`src/rtl/adma_pkg.sv`:
```
`timescale 1ns/1ps
package adma_pkg;

    localparam int CTL_VALID_BIT = 0;
    localparam int CTL_END_BIT   = 1;
    localparam int CTL_INT_BIT   = 2;
    localparam int CTL_ACT_LSB   = 4;
    localparam int CTL_LEN_LSB   = 16;
    localparam int WORD_BYTES    = 4;
    localparam int DESC_BYTES    = 8;

    typedef enum logic [1:0] {
        ACT_NOP  = 2'd0,
        ACT_RSVD = 2'd1,
        ACT_XFER = 2'd2,
        ACT_LINK = 2'd3
    } act_e;

    typedef enum logic [3:0] {
        ST_IDLE,
        ST_FETCH_CTL,
        ST_FETCH_ADR,
        ST_DECODE,
        ST_RD_MEM,
        ST_PUSH,
        ST_PULL,
        ST_WR_MEM,
        ST_STEP,
        ST_DONE,
        ST_FAIL
    } state_e;

endpackage

```
`src/rtl/adma_desc_decode.sv`:
```
`timescale 1ns/1ps
module adma_desc_decode
    import adma_pkg::*;
#(
    parameter int LEN_W = 16,
    parameter int CNT_W = LEN_W - 1
) (
    input  logic [31:0]      ctl_word,
    output logic             f_valid,
    output logic             f_end,
    output logic             f_int,
    output act_e             f_act,
    output logic [CNT_W-1:0] f_words,
    output logic             f_misaligned
);

    localparam logic [CNT_W-1:0] MAX_WORDS = {{(CNT_W-1){1'b0}}, 1'b1} << (LEN_W - 2);

    logic [LEN_W-1:0] len_bytes;
    logic             unused_ctl_bits;

    assign len_bytes       = ctl_word[CTL_LEN_LSB +: LEN_W];
    assign unused_ctl_bits = ^{ctl_word[15:6], ctl_word[3]};

    always_comb begin
        f_valid      = ctl_word[CTL_VALID_BIT];
        f_end        = ctl_word[CTL_END_BIT];
        f_int        = ctl_word[CTL_INT_BIT];
        f_act        = act_e'(ctl_word[CTL_ACT_LSB +: 2]);
        f_misaligned = |len_bytes[1:0];
        if (len_bytes == '0) begin
            f_words = MAX_WORDS;
        end else begin
            f_words = CNT_W'(len_bytes >> 2);
        end
    end

endmodule

```
`src/rtl/adma_word_counter.sv`:
```
`timescale 1ns/1ps
module adma_word_counter #(
    parameter int CNT_W = 15
) (
    input  logic             clk,
    input  logic             rst_n,
    input  logic             load,
    input  logic [CNT_W-1:0] load_val,
    input  logic             dec,
    output logic [CNT_W-1:0] count,
    output logic             last
);

    always_ff @(posedge clk or negedge rst_n) begin
        if (!rst_n) begin
            count <= '0;
        end else if (load) begin
            count <= load_val;
        end else if (dec) begin
            count <= count - CNT_W'(1);
        end
    end

    assign last = (count == CNT_W'(1));

    AST_CNT_NO_UNDERFLOW: assert property (@(posedge clk) disable iff (!rst_n)
        dec |-> (count != '0));

    AST_CNT_LOAD_NONZERO: assert property (@(posedge clk) disable iff (!rst_n)
        load |-> (load_val != '0));

endmodule

```
`src/rtl/adma_ptr_unit.sv`:
```
`timescale 1ns/1ps
module adma_ptr_unit
    import adma_pkg::*;
#(
    parameter int ADDR_W = 32
) (
    input  logic              clk,
    input  logic              rst_n,
    input  logic              base_load,
    input  logic [ADDR_W-1:0] base_val,
    input  logic              link_load,
    input  logic              desc_step,
    input  logic              data_load,
    input  logic              data_step,
    input  logic [ADDR_W-1:0] adr_val,
    output logic [ADDR_W-1:0] desc_ptr,
    output logic [ADDR_W-1:0] data_ptr
);

    localparam logic [ADDR_W-1:0] DESC_INC = ADDR_W'(DESC_BYTES);
    localparam logic [ADDR_W-1:0] WORD_INC = ADDR_W'(WORD_BYTES);

    always_ff @(posedge clk or negedge rst_n) begin
        if (!rst_n) begin
            desc_ptr <= '0;
        end else if (base_load) begin
            desc_ptr <= base_val;
        end else if (link_load) begin
            desc_ptr <= adr_val;
        end else if (desc_step) begin
            desc_ptr <= desc_ptr + DESC_INC;
        end
    end

    always_ff @(posedge clk or negedge rst_n) begin
        if (!rst_n) begin
            data_ptr <= '0;
        end else if (data_load) begin
            data_ptr <= adr_val;
        end else if (data_step) begin
            data_ptr <= data_ptr + WORD_INC;
        end
    end

    AST_DESC_PTR_ONE_SOURCE: assert property (@(posedge clk) disable iff (!rst_n)
        $onehot0({base_load, link_load, desc_step}));

    AST_DATA_PTR_ONE_SOURCE: assert property (@(posedge clk) disable iff (!rst_n)
        !(data_load && data_step));

endmodule

```
`src/rtl/adma_engine.sv`:
```
`timescale 1ns/1ps
module adma_engine
    import adma_pkg::*;
#(
    parameter int ADDR_W = 32,
    parameter int LEN_W  = 16,
    localparam int CNT_W = LEN_W - 1
) (
    input  logic              clk,
    input  logic              rst_n,
    input  logic              dma_en,
    input  logic              card_to_host,
    input  logic [ADDR_W-1:0] desc_base,
    input  logic              start,
    output logic              mem_req,
    output logic              mem_we,
    output logic [ADDR_W-1:0] mem_addr,
    output logic [31:0]       mem_wdata,
    input  logic              mem_ack,
    input  logic [31:0]       mem_rdata,
    output logic              out_valid,
    output logic [31:0]       out_data,
    input  logic              out_ready,
    input  logic              in_valid,
    input  logic [31:0]       in_data,
    output logic              in_ready,
    output logic              busy,
    output logic              xfer_done,
    output logic              xfer_err,
    output logic              desc_irq
);

    localparam logic [ADDR_W-1:0] ADR_WORD_OFS = ADDR_W'(WORD_BYTES);

    state_e state_q, state_d;

    logic [31:0]       ctl_q;
    logic [31:0]       adr_q;
    logic [31:0]       word_q;
    logic              dir_q;

    logic              f_valid, f_end, f_int, f_misaligned;
    act_e              f_act;
    logic [CNT_W-1:0]  f_words;
    logic [CNT_W-1:0]  cnt_value;
    logic              cnt_last;
    logic [ADDR_W-1:0] desc_ptr, data_ptr;

    logic cap_ctl, cap_adr, cap_rd, cap_in, go;
    logic ld_link, stp_desc, ld_xfer, stp_data;
    logic bad_desc;

    adma_desc_decode #(
        .LEN_W (LEN_W),
        .CNT_W (CNT_W)
    ) u_decode (
        .ctl_word     (ctl_q),
        .f_valid      (f_valid),
        .f_end        (f_end),
        .f_int        (f_int),
        .f_act        (f_act),
        .f_words      (f_words),
        .f_misaligned (f_misaligned)
    );

    adma_word_counter #(
        .CNT_W (CNT_W)
    ) u_counter (
        .clk      (clk),
        .rst_n    (rst_n),
        .load     (ld_xfer),
        .load_val (f_words),
        .dec      (stp_data),
        .count    (cnt_value),
        .last     (cnt_last)
    );

    adma_ptr_unit #(
        .ADDR_W (ADDR_W)
    ) u_ptr (
        .clk       (clk),
        .rst_n     (rst_n),
        .base_load (go),
        .base_val  (desc_base),
        .link_load (ld_link),
        .desc_step (stp_desc),
        .data_load (ld_xfer),
        .data_step (stp_data),
        .adr_val   (adr_q[ADDR_W-1:0]),
        .desc_ptr  (desc_ptr),
        .data_ptr  (data_ptr)
    );

    // A descriptor is rejected when it is not valid, carries the reserved
    // action, or asks for a transfer of a length that is not whole words.
    assign bad_desc = !f_valid || (f_act == ACT_RSVD) ||
                      ((f_act == ACT_XFER) && f_misaligned);

    // State register
    always_ff @(posedge clk or negedge rst_n) begin
        if (!rst_n) begin
            state_q <= ST_IDLE;
        end else begin
            state_q <= state_d;
        end
    end

    // Next state
    always_comb begin
        state_d = state_q;
        unique case (state_q)
            ST_IDLE:      if (start && dma_en) state_d = ST_FETCH_CTL;
            ST_FETCH_CTL: if (mem_ack) state_d = ST_FETCH_ADR;
            ST_FETCH_ADR: if (mem_ack) state_d = ST_DECODE;
            ST_DECODE: begin
                if (bad_desc) begin
                    state_d = ST_FAIL;
                end else if (f_act == ACT_XFER) begin
                    state_d = dir_q ? ST_PULL : ST_RD_MEM;
                end else begin
                    state_d = ST_STEP;
                end
            end
            ST_RD_MEM:    if (mem_ack) state_d = ST_PUSH;
            ST_PUSH:      if (out_ready) state_d = cnt_last ? ST_STEP : ST_RD_MEM;
            ST_PULL:      if (in_valid) state_d = ST_WR_MEM;
            ST_WR_MEM:    if (mem_ack) state_d = cnt_last ? ST_STEP : ST_PULL;
            ST_STEP:      state_d = f_end ? ST_DONE : ST_FETCH_CTL;
            ST_DONE:      state_d = ST_IDLE;
            ST_FAIL:      state_d = ST_IDLE;
            default:      state_d = ST_IDLE;
        endcase
    end

    // Outputs and internal strobes
    always_comb begin
        mem_req   = 1'b0;
        mem_we    = 1'b0;
        mem_addr  = '0;
        mem_wdata = '0;
        out_valid = 1'b0;
        out_data  = '0;
        in_ready  = 1'b0;
        busy      = 1'b1;
        xfer_done = 1'b0;
        xfer_err  = 1'b0;
        desc_irq  = 1'b0;
        cap_ctl   = 1'b0;
        cap_adr   = 1'b0;
        cap_rd    = 1'b0;
        cap_in    = 1'b0;
        go        = 1'b0;
        ld_link   = 1'b0;
        stp_desc  = 1'b0;
        ld_xfer   = 1'b0;
        stp_data  = 1'b0;
        unique case (state_q)
            ST_IDLE: begin
                busy = 1'b0;
                go   = start && dma_en;
            end
            ST_FETCH_CTL: begin
                mem_req  = 1'b1;
                mem_addr = desc_ptr;
                cap_ctl  = mem_ack;
            end
            ST_FETCH_ADR: begin
                mem_req  = 1'b1;
                mem_addr = desc_ptr + ADR_WORD_OFS;
                cap_adr  = mem_ack;
            end
            ST_DECODE: begin
                ld_xfer = !bad_desc && (f_act == ACT_XFER);
            end
            ST_RD_MEM: begin
                mem_req  = 1'b1;
                mem_addr = data_ptr;
                cap_rd   = mem_ack;
            end
            ST_PUSH: begin
                out_valid = 1'b1;
                out_data  = word_q;
                stp_data  = out_ready;
            end
            ST_PULL: begin
                in_ready = 1'b1;
                cap_in   = in_valid;
            end
            ST_WR_MEM: begin
                mem_req   = 1'b1;
                mem_we    = 1'b1;
                mem_addr  = data_ptr;
                mem_wdata = word_q;
                stp_data  = mem_ack;
            end
            ST_STEP: begin
                desc_irq = f_int;
                ld_link  = !f_end && (f_act == ACT_LINK);
                stp_desc = !f_end && (f_act != ACT_LINK);
            end
            ST_DONE: xfer_done = 1'b1;
            ST_FAIL: xfer_err  = 1'b1;
            default: busy = 1'b0;
        endcase
    end

    // Captured descriptor words, data word and direction
    always_ff @(posedge clk or negedge rst_n) begin
        if (!rst_n) begin
            ctl_q  <= '0;
            adr_q  <= '0;
            word_q <= '0;
            dir_q  <= 1'b0;
        end else begin
            if (go)      dir_q  <= card_to_host;
            if (cap_ctl) ctl_q  <= mem_rdata;
            if (cap_adr) adr_q  <= mem_rdata;
            if (cap_rd)  word_q <= mem_rdata;
            if (cap_in)  word_q <= in_data;
        end
    end

    AST_IDLE_QUIET: assert property (@(posedge clk) disable iff (!rst_n)
        !busy |-> (!mem_req && !out_valid && !in_ready));

    AST_REQ_HOLD: assert property (@(posedge clk) disable iff (!rst_n)
        (mem_req && !mem_ack) |=> (mem_req && $stable(mem_addr) && $stable(mem_we)));

    AST_OUT_HOLD: assert property (@(posedge clk) disable iff (!rst_n)
        (out_valid && !out_ready) |=> (out_valid && $stable(out_data)));

    AST_WRITE_ONLY_C2H: assert property (@(posedge clk) disable iff (!rst_n)
        (mem_req && mem_we) |-> dir_q);

    AST_DONE_PULSE: assert property (@(posedge clk) disable iff (!rst_n)
        xfer_done |=> (!xfer_done && !busy));

    AST_DONE_ERR_EXCL: assert property (@(posedge clk) disable iff (!rst_n)
        !(xfer_done && xfer_err));

    AST_ERR_PULSE: assert property (@(posedge clk) disable iff (!rst_n)
        xfer_err |=> (!xfer_err && !busy));

endmodule

```
`config.mk`:
```
export PLATFORM = sky130hd
export DESIGN_NAME = adma_engine
export DESIGN_NICKNAME = d
export VERILOG_FILES = /design/src/rtl/adma_pkg.sv /design/src/rtl/adma_desc_decode.sv /design/src/rtl/adma_word_counter.sv /design/src/rtl/adma_ptr_unit.sv /design/src/rtl/adma_engine.sv
export SDC_FILE = /design/constraint.sdc
export NUM_CORES = 1
export LEC_CHECK = 0
export BUFFER_PORTS_ARGS = -buffer_cell sky130_fd_sc_hd__buf_4
export CAP_MARGIN = 10
export CORE_ASPECT_RATIO = 1.25
export CORE_MARGIN = 2
export CORE_UTILIZATION = 40
export CTS_BUF_LIST = sky130_fd_sc_hd__clkbuf_4 sky130_fd_sc_hd__clkbuf_8 sky130_fd_sc_hd__clkbuf_16
export DETAILED_ROUTE_END_ITERATION = 7
export SLEW_MARGIN = 10
export SYNTH_ARGS = -nofsm -noshare
export SYNTH_HDL_FRONTEND = slang
export SYNTH_SLANG_ARGS = --single-unit
```
`constraint.sdc`:
```
create_clock -name clk -period 4.11 [get_ports clk]
set_input_delay 1.233 -clock clk [delete_from_list [all_inputs] [get_ports clk]]
set_output_delay 1.233 -clock clk [all_outputs]
set_load 0.005 [all_outputs]
```
Word-level counts from Yosys, hierarchy flattened
Cells that the tools add are included.
Word-level totals
  output and inout port bits: 104
  register bits after elaboration: 180
  word-level logic and storage cells: 98
Operators by class
  equal/unequal tests: 22
  $add $sub $neg: 4
  multiplexer cells: 44
  reductions and logical operators: 20
Operator list (count)
  $mux W32: 9
  $pmux W32 S3: 1
  $add A32 B3 Y32 const B: 2
  $mux W4: 12
  $mux W15: 3
  $pmux W4 S9: 1
  $add A32 B4 Y32 const B: 1
  $eq A4 B3 Y1 const B: 4
  $logic_not A16 Y1: 1
  $mux W1: 16
  $ne A2 B2 Y1 const B: 8
  $eq A15 B1 Y1 const B: 1
  $sub A15 B1 Y15 const B: 1
  $eq A4 B4 Y1 const B: 3
  $reduce_or A10 Y1: 1
  $eq A4 B2 Y1 const B: 2
  $reduce_and A7 Y1: 1
  $logic_and A1 B1 Y1: 5
  $eq A2 B2 Y1 const B: 2
  $eq A4 B1 Y1 const B: 1
  $logic_not A4 Y1: 1
  $reduce_bool A2 Y1: 2
  $reduce_or A2 Y1: 2
  $reduce_or A4 Y1: 1
  other kinds (6): 9

Longest topological paths before layout
  depth after elaboration: 7
  mapped depth: 8
  mapped depth without buffers: 7

Modules after synthesis
A second synthesis with hierarchy kept.
Second synthesis, totals
  cell total of the unflattened synthesis: 1209
  area total of the unflattened synthesis: 10946.7 um^2
Modules (own cells, without submodules)
  adma_engine: cells each 608, area an instance 5863.1 um^2, times used 1, seq. area each 2527.4 um^2
  adma_ptr_unit: cells each 481, area an instance 4080.2 um^2, times used 1, seq. area each 1601.5 um^2
  adma_word_counter: cells each 95, area an instance 873.3 um^2, times used 1, seq. area each 375.4 um^2
  adma_desc_decode: cells each 25, area an instance 130.1 um^2, times used 1, seq. area each 0.0 um^2

Worst setup path after synthesis
OpenSTA, ideal clock, no wires.
  path type: register -> output
  start: register u_ptr.desc_ptr[3]
  end: output port mem_addr[23]
  setup slack: 0.863 ns
  arrival time: 2.014 ns
  path buffers: 1
  stages on the path, launching flop included: 8
  path through: dfrtp_1 -> ha_1 -> nand4_4 -> or3_1 -> buf_2 -> or2_1 -> or3_1 -> nand3_1
Between the ends
  word-level cells in the longest chain between the ends: 2
RTL lines
  from (decl): line adma_ptr_unit.sv:16  | output logic [ADDR_W-1:0] desc_ptr,
  from (signal assigned): line adma_ptr_unit.sv:27  | desc_ptr <= base_val;
  from (signal assigned): line adma_ptr_unit.sv:29  | desc_ptr <= adr_val;
  from (signal assigned): line adma_ptr_unit.sv:31  | desc_ptr <= desc_ptr + DESC_INC;
  $add A32 B3 Y32: line adma_engine.sv:169  | mem_addr = desc_ptr + ADR_WORD_OFS;
  $pmux W32 S3: line adma_engine.sv:157  | unique case (state_q)
  to (decl): line adma_engine.sv:17  | output logic [ADDR_W-1:0] mem_addr,
Every way passes these cells.

Worst setup path in the final report
  start: register state_q[1]
  end: output port mem_addr[13]
Between the ends
  word-level cells in the longest chain between the ends: 3
RTL lines
  from (decl): line adma_engine.sv:35  | state_e state_q, state_d;
  from (signal assigned): line adma_engine.sv:104  | state_q <= state_d;
  $eq A4 B3 Y1: line adma_engine.sv:157
  $reduce_or A2 Y1 (no source line)
  $pmux W32 S3 (*): line adma_engine.sv:157
Every way passes the cells marked *; elsewhere a longest branch is shown, timed or not.

==> reports/metrics.csv <==
stage,metric,value,unit
outcome,status,"finished, final reports clean",
logic_synthesis,syn_nets,1280,
clocking,cts_tree,done,
drt,drt-wirelength-per-cell,20.6,microns
sta,fin_skew,0.0157,ns
worst_setup_path,worstPathCellList,or4b_1 > o21ai_1 > o21ai_0 > o311ai_0 > buf_4,
worst_setup_path,criticalPathCategory,reg -> out,
power_and_ir_drop,p_comb_share,40.0,%
clocking,cts.sinks,169,
placed_design,port_buffers,207,
power_and_ir_drop,switching_share,41.1,%
worst_setup_path,cp_data_required_time,2.88,ns
finish,register_area,4230,sq um
finish,diodes,0,
worst_setup_path,arrival,2.76,ns
worst_setup_path,worstSetupEndpointType,output port,
power_and_ir_drop,leakagePower,5.64,nW
placed_design,placed_area,12300,sq um
logic_synthesis,postSynth.asyncResetShare,100,%
drt,drt_iter0_drc,850,
power_and_ir_drop,power_frac_clock,19.3,%
logic_synthesis,netlist_area,10400,sq um
sta,fin_tns_setup,0,ns
floorplan,die-area,27300,sq um
floorplan,num_io_pins,208,
sta,rsz0062_at_grt,no,
logic_synthesis,syn-mean-instance-area,8.86,sq um
drt,avgViaCountPerCell,5.77,
global_routing,grt_pass1_wl,54500,microns
finish,mostFrequentLayoutCells,"buf_4, dfrtp_1, nand2_1",
clocking,cts_buffers,17,
clocking,clockRootBuffer,clkbuf_16,
sta,drv_slew,0,
sta,fin_crit_sh,97.1,%
finish,fin_nets,1454,
logic_synthesis,synth.distinct_cells,75,
global_routing,first_global_vias,9502,
finish,final_common_cell,buf_4,
placed_design,dp.final_hpwl,25900,microns
drt,via_count,9774,
sta,finalCriticalPeriod,3.99,ns
hold_path,hp-class,reg -> reg,
logic_synthesis,yosysWarnings,0,
logic_synthesis,syn_inst,1171,
global_routing,grt_max_degree,85,
floorplan,core.rowCount,65,
sta,timing.fmax,0.251,GHz
logic_synthesis,yosys_register_bits,169,
worst_setup_path,slowest_stage,dfrtp_1,
global_routing,track_usage,25.6,%
sta,slew_headroom,23.6,%
finish,design_area,12900,sq um
finish,nFillCells,2487,
logic_synthesis,ys.flop_type,dfrtp_1,
clocking,cts.clk_slew.worst_paths,0.07,ns
power_and_ir_drop,p_per_area,641,nW/um^2
power_and_ir_drop,ir_worst_vdd,0.291,mV
placed_design,routabilityCongestion,0.964,
clocking,hold_buffers,0,
finish,area_growth,24.2,%
worst_setup_path,cp_max_fo,16,
clocking,clockBufferDepth,2,
sta,timing.final.hold_violations,0,
logic_synthesis,ys_seq_area_share,40.8,%
power_and_ir_drop,p_sw,0.00339,W
worst_setup_path,start_kind,flip-flop,
run,maxCapViolations,0,
global_routing,antenna_found_initial,0,
floorplan,die_h,184,microns
floorplan,start_util,40.9,%
drt,drc,0,
finish,layout-drive-gt1-share,27.0,%
drt,ant_nets,0,
power_and_ir_drop,seq_power_share,40.7,%
clocking,clkLatencyLatePin,0.44,ns
floorplan,die_x,148,microns
floorplan,core,25400,sq um
sta,holdWs,0.481,ns
drt,wirelength,34900,microns
clocking,ctsHtreeMaxLevel,4,
drt,first_pass_iters,5,
sta,setup_violations,0,
logic_synthesis,synth_edf_count,0,
power_and_ir_drop,p_total,0.00826,W
power_and_ir_drop,internal_power,0.00487,W
global_routing,gr-total-overflow,0,
finish,multi_input_area,5750,sq um
worst_setup_path,cp_slowest_stage_delay,0.69,ns
sta,timing_worst_slew_pin_value,1.15,ns
[critical path: cells and delay by family (launching register included)]
family          cells  cell delay, ns
flops               1            0.69
compound gates      3            0.76
buf+inv             1            0.20
simple gates        1            0.68
[cell type report]
class	instances	area share, %
multi-input combinational	898	44.6
sequential	169	32.8
timing repair buffer	244	14.4
clock buffer	17	3.30
tap	335	3.25
clock inverter	15	1.17
inverter	15	0.437
[worst paths after layout]
path | start | endpoint | slack (ns) | cells after the start
hold / removal | u_ptr.data_ptr[1] | u_ptr.data_ptr[1] | 0.48 | 2
hold reg to reg | u_ptr.data_ptr[1] | u_ptr.data_ptr[1] | 0.48 | 2
min in group asynchronous | rst_n | word_q[28] | 0.85 | 1
setup / recovery | state_q[1] | mem_addr[13] | 0.12 | 5
max in group asynchronous | rst_n | adr_q[3] | 2.48 | 2
setup reg to reg | state_q[2] | u_ptr.desc_ptr[20] | 1.16 | 6
[sequential cells by signal, summed over array words and instances, names as in the netlist]
name	flops
adr_q	32
u_ptr.desc_ptr	32
word_q	32
u_ptr.data_ptr	32
dir_q	1
state_q	4
ctl_q	21
u_counter.count	15
[kinds of logic (layout without fill, tap and decap cells)]
group | count (synthesis) | count (layout) | synth area share (%)
fa+ha+maj | 5 | 5 | 0.603
simple gates | 496 | 496 | 24.9
compound gates | 259 | 259 | 16.0
buf+inv | 104 | 291 | 4.34
mux | 94 | 94 | 9.74
flops | 169 | 169 | 40.8
xor+xnor | 44 | 44 | 3.71
[synth_stat cells (5+ instances only)]
| library cell | count | area share [%] |
|---|---|---|
| dfrtp_1 | 169 | 41 |
| nand2_1 | 138 | 5.0 |
| nor2_1 | 106 | 3.8 |
| a21oi_1 | 70 | 3.4 |
| and2_1 | 68 | 4.1 |
| o21ai_0 | 66 | 3.2 |
| mux2_2 | 56 | 6.1 |
| clkbuf_1 | 46 | 1.7 |
| buf_2 | 39 | 1.9 |
| mux2i_1 | 38 | 3.7 |
| nand3_1 | 37 | 1.8 |
| nand4_1 | 36 | 2.2 |
| xor2_1 | 29 | 2.4 |
| nor3_1 | 19 | 0.92 |
| a31oi_1 | 17 | 1.0 |
| and3_1 | 17 | 1.0 |
| nor4_1 | 17 | 1.0 |
| inv_1 | 15 | 0.54 |
| xnor2_1 | 15 | 1.3 |
| a211oi_1 | 13 | 0.94 |
| o211ai_1 | 11 | 0.80 |
| o22ai_1 | 11 | 0.66 |
| o311ai_0 | 10 | 0.84 |
| a221o_1 | 9 | 0.87 |
| nand2b_1 | 8 | 0.48 |
| or3_1 | 8 | 0.48 |
| a22oi_1 | 7 | 0.51 |
| a31o_2 | 5 | 0.42 |
| ha_1 | 5 | 0.60 |
| nor4_2 | 5 | 0.60 |
| o2bb2ai_1 | 5 | 0.42 |
[metrics by stage]
stage	cells	utilization (%)	setup slack (ns)
after floorplan	1171	-	0.863
after global placement	1658	48.3	0.440
after detailed placement	1658	48.3	0.330
after CTS	1692	50.6	0.0629
after global routing	1693	50.8	0.000731
final	1693	50.8	0.118
[per-layer routing]
layer / part of all wire [%] / GRT usage (%) / vias up
met1: 44 / 34.6 / 4757
met5: 0 / 0 / -
li1: - / - / 4581
met4: 3.0 / 9.26 / 0
met3: 5.8 / 4.67 / 66
met2: 47 / 41.1 / 370
[repair_timing]
action | CTS | global route
resized for setup | 0 | 6
buffers inserted | 2 | 1
endpoints found under the setup margin | 2 | 11
pin swaps | 1 | 1
[power groups by stage]
stage,sequential (W),clock (W),combinational (W)
after floorplan,0.00290,0,0.00215
after global placement,0.00332,0,0.00324
after detailed placement,0.00335,0,0.00329
after CTS,0.00332,0.00162,0.00330
after global routing,0.00348,0.00169,0.00364
final,0.00336,0.00160,0.00330
No activity file was read; power rests on OpenSTA's default activity.
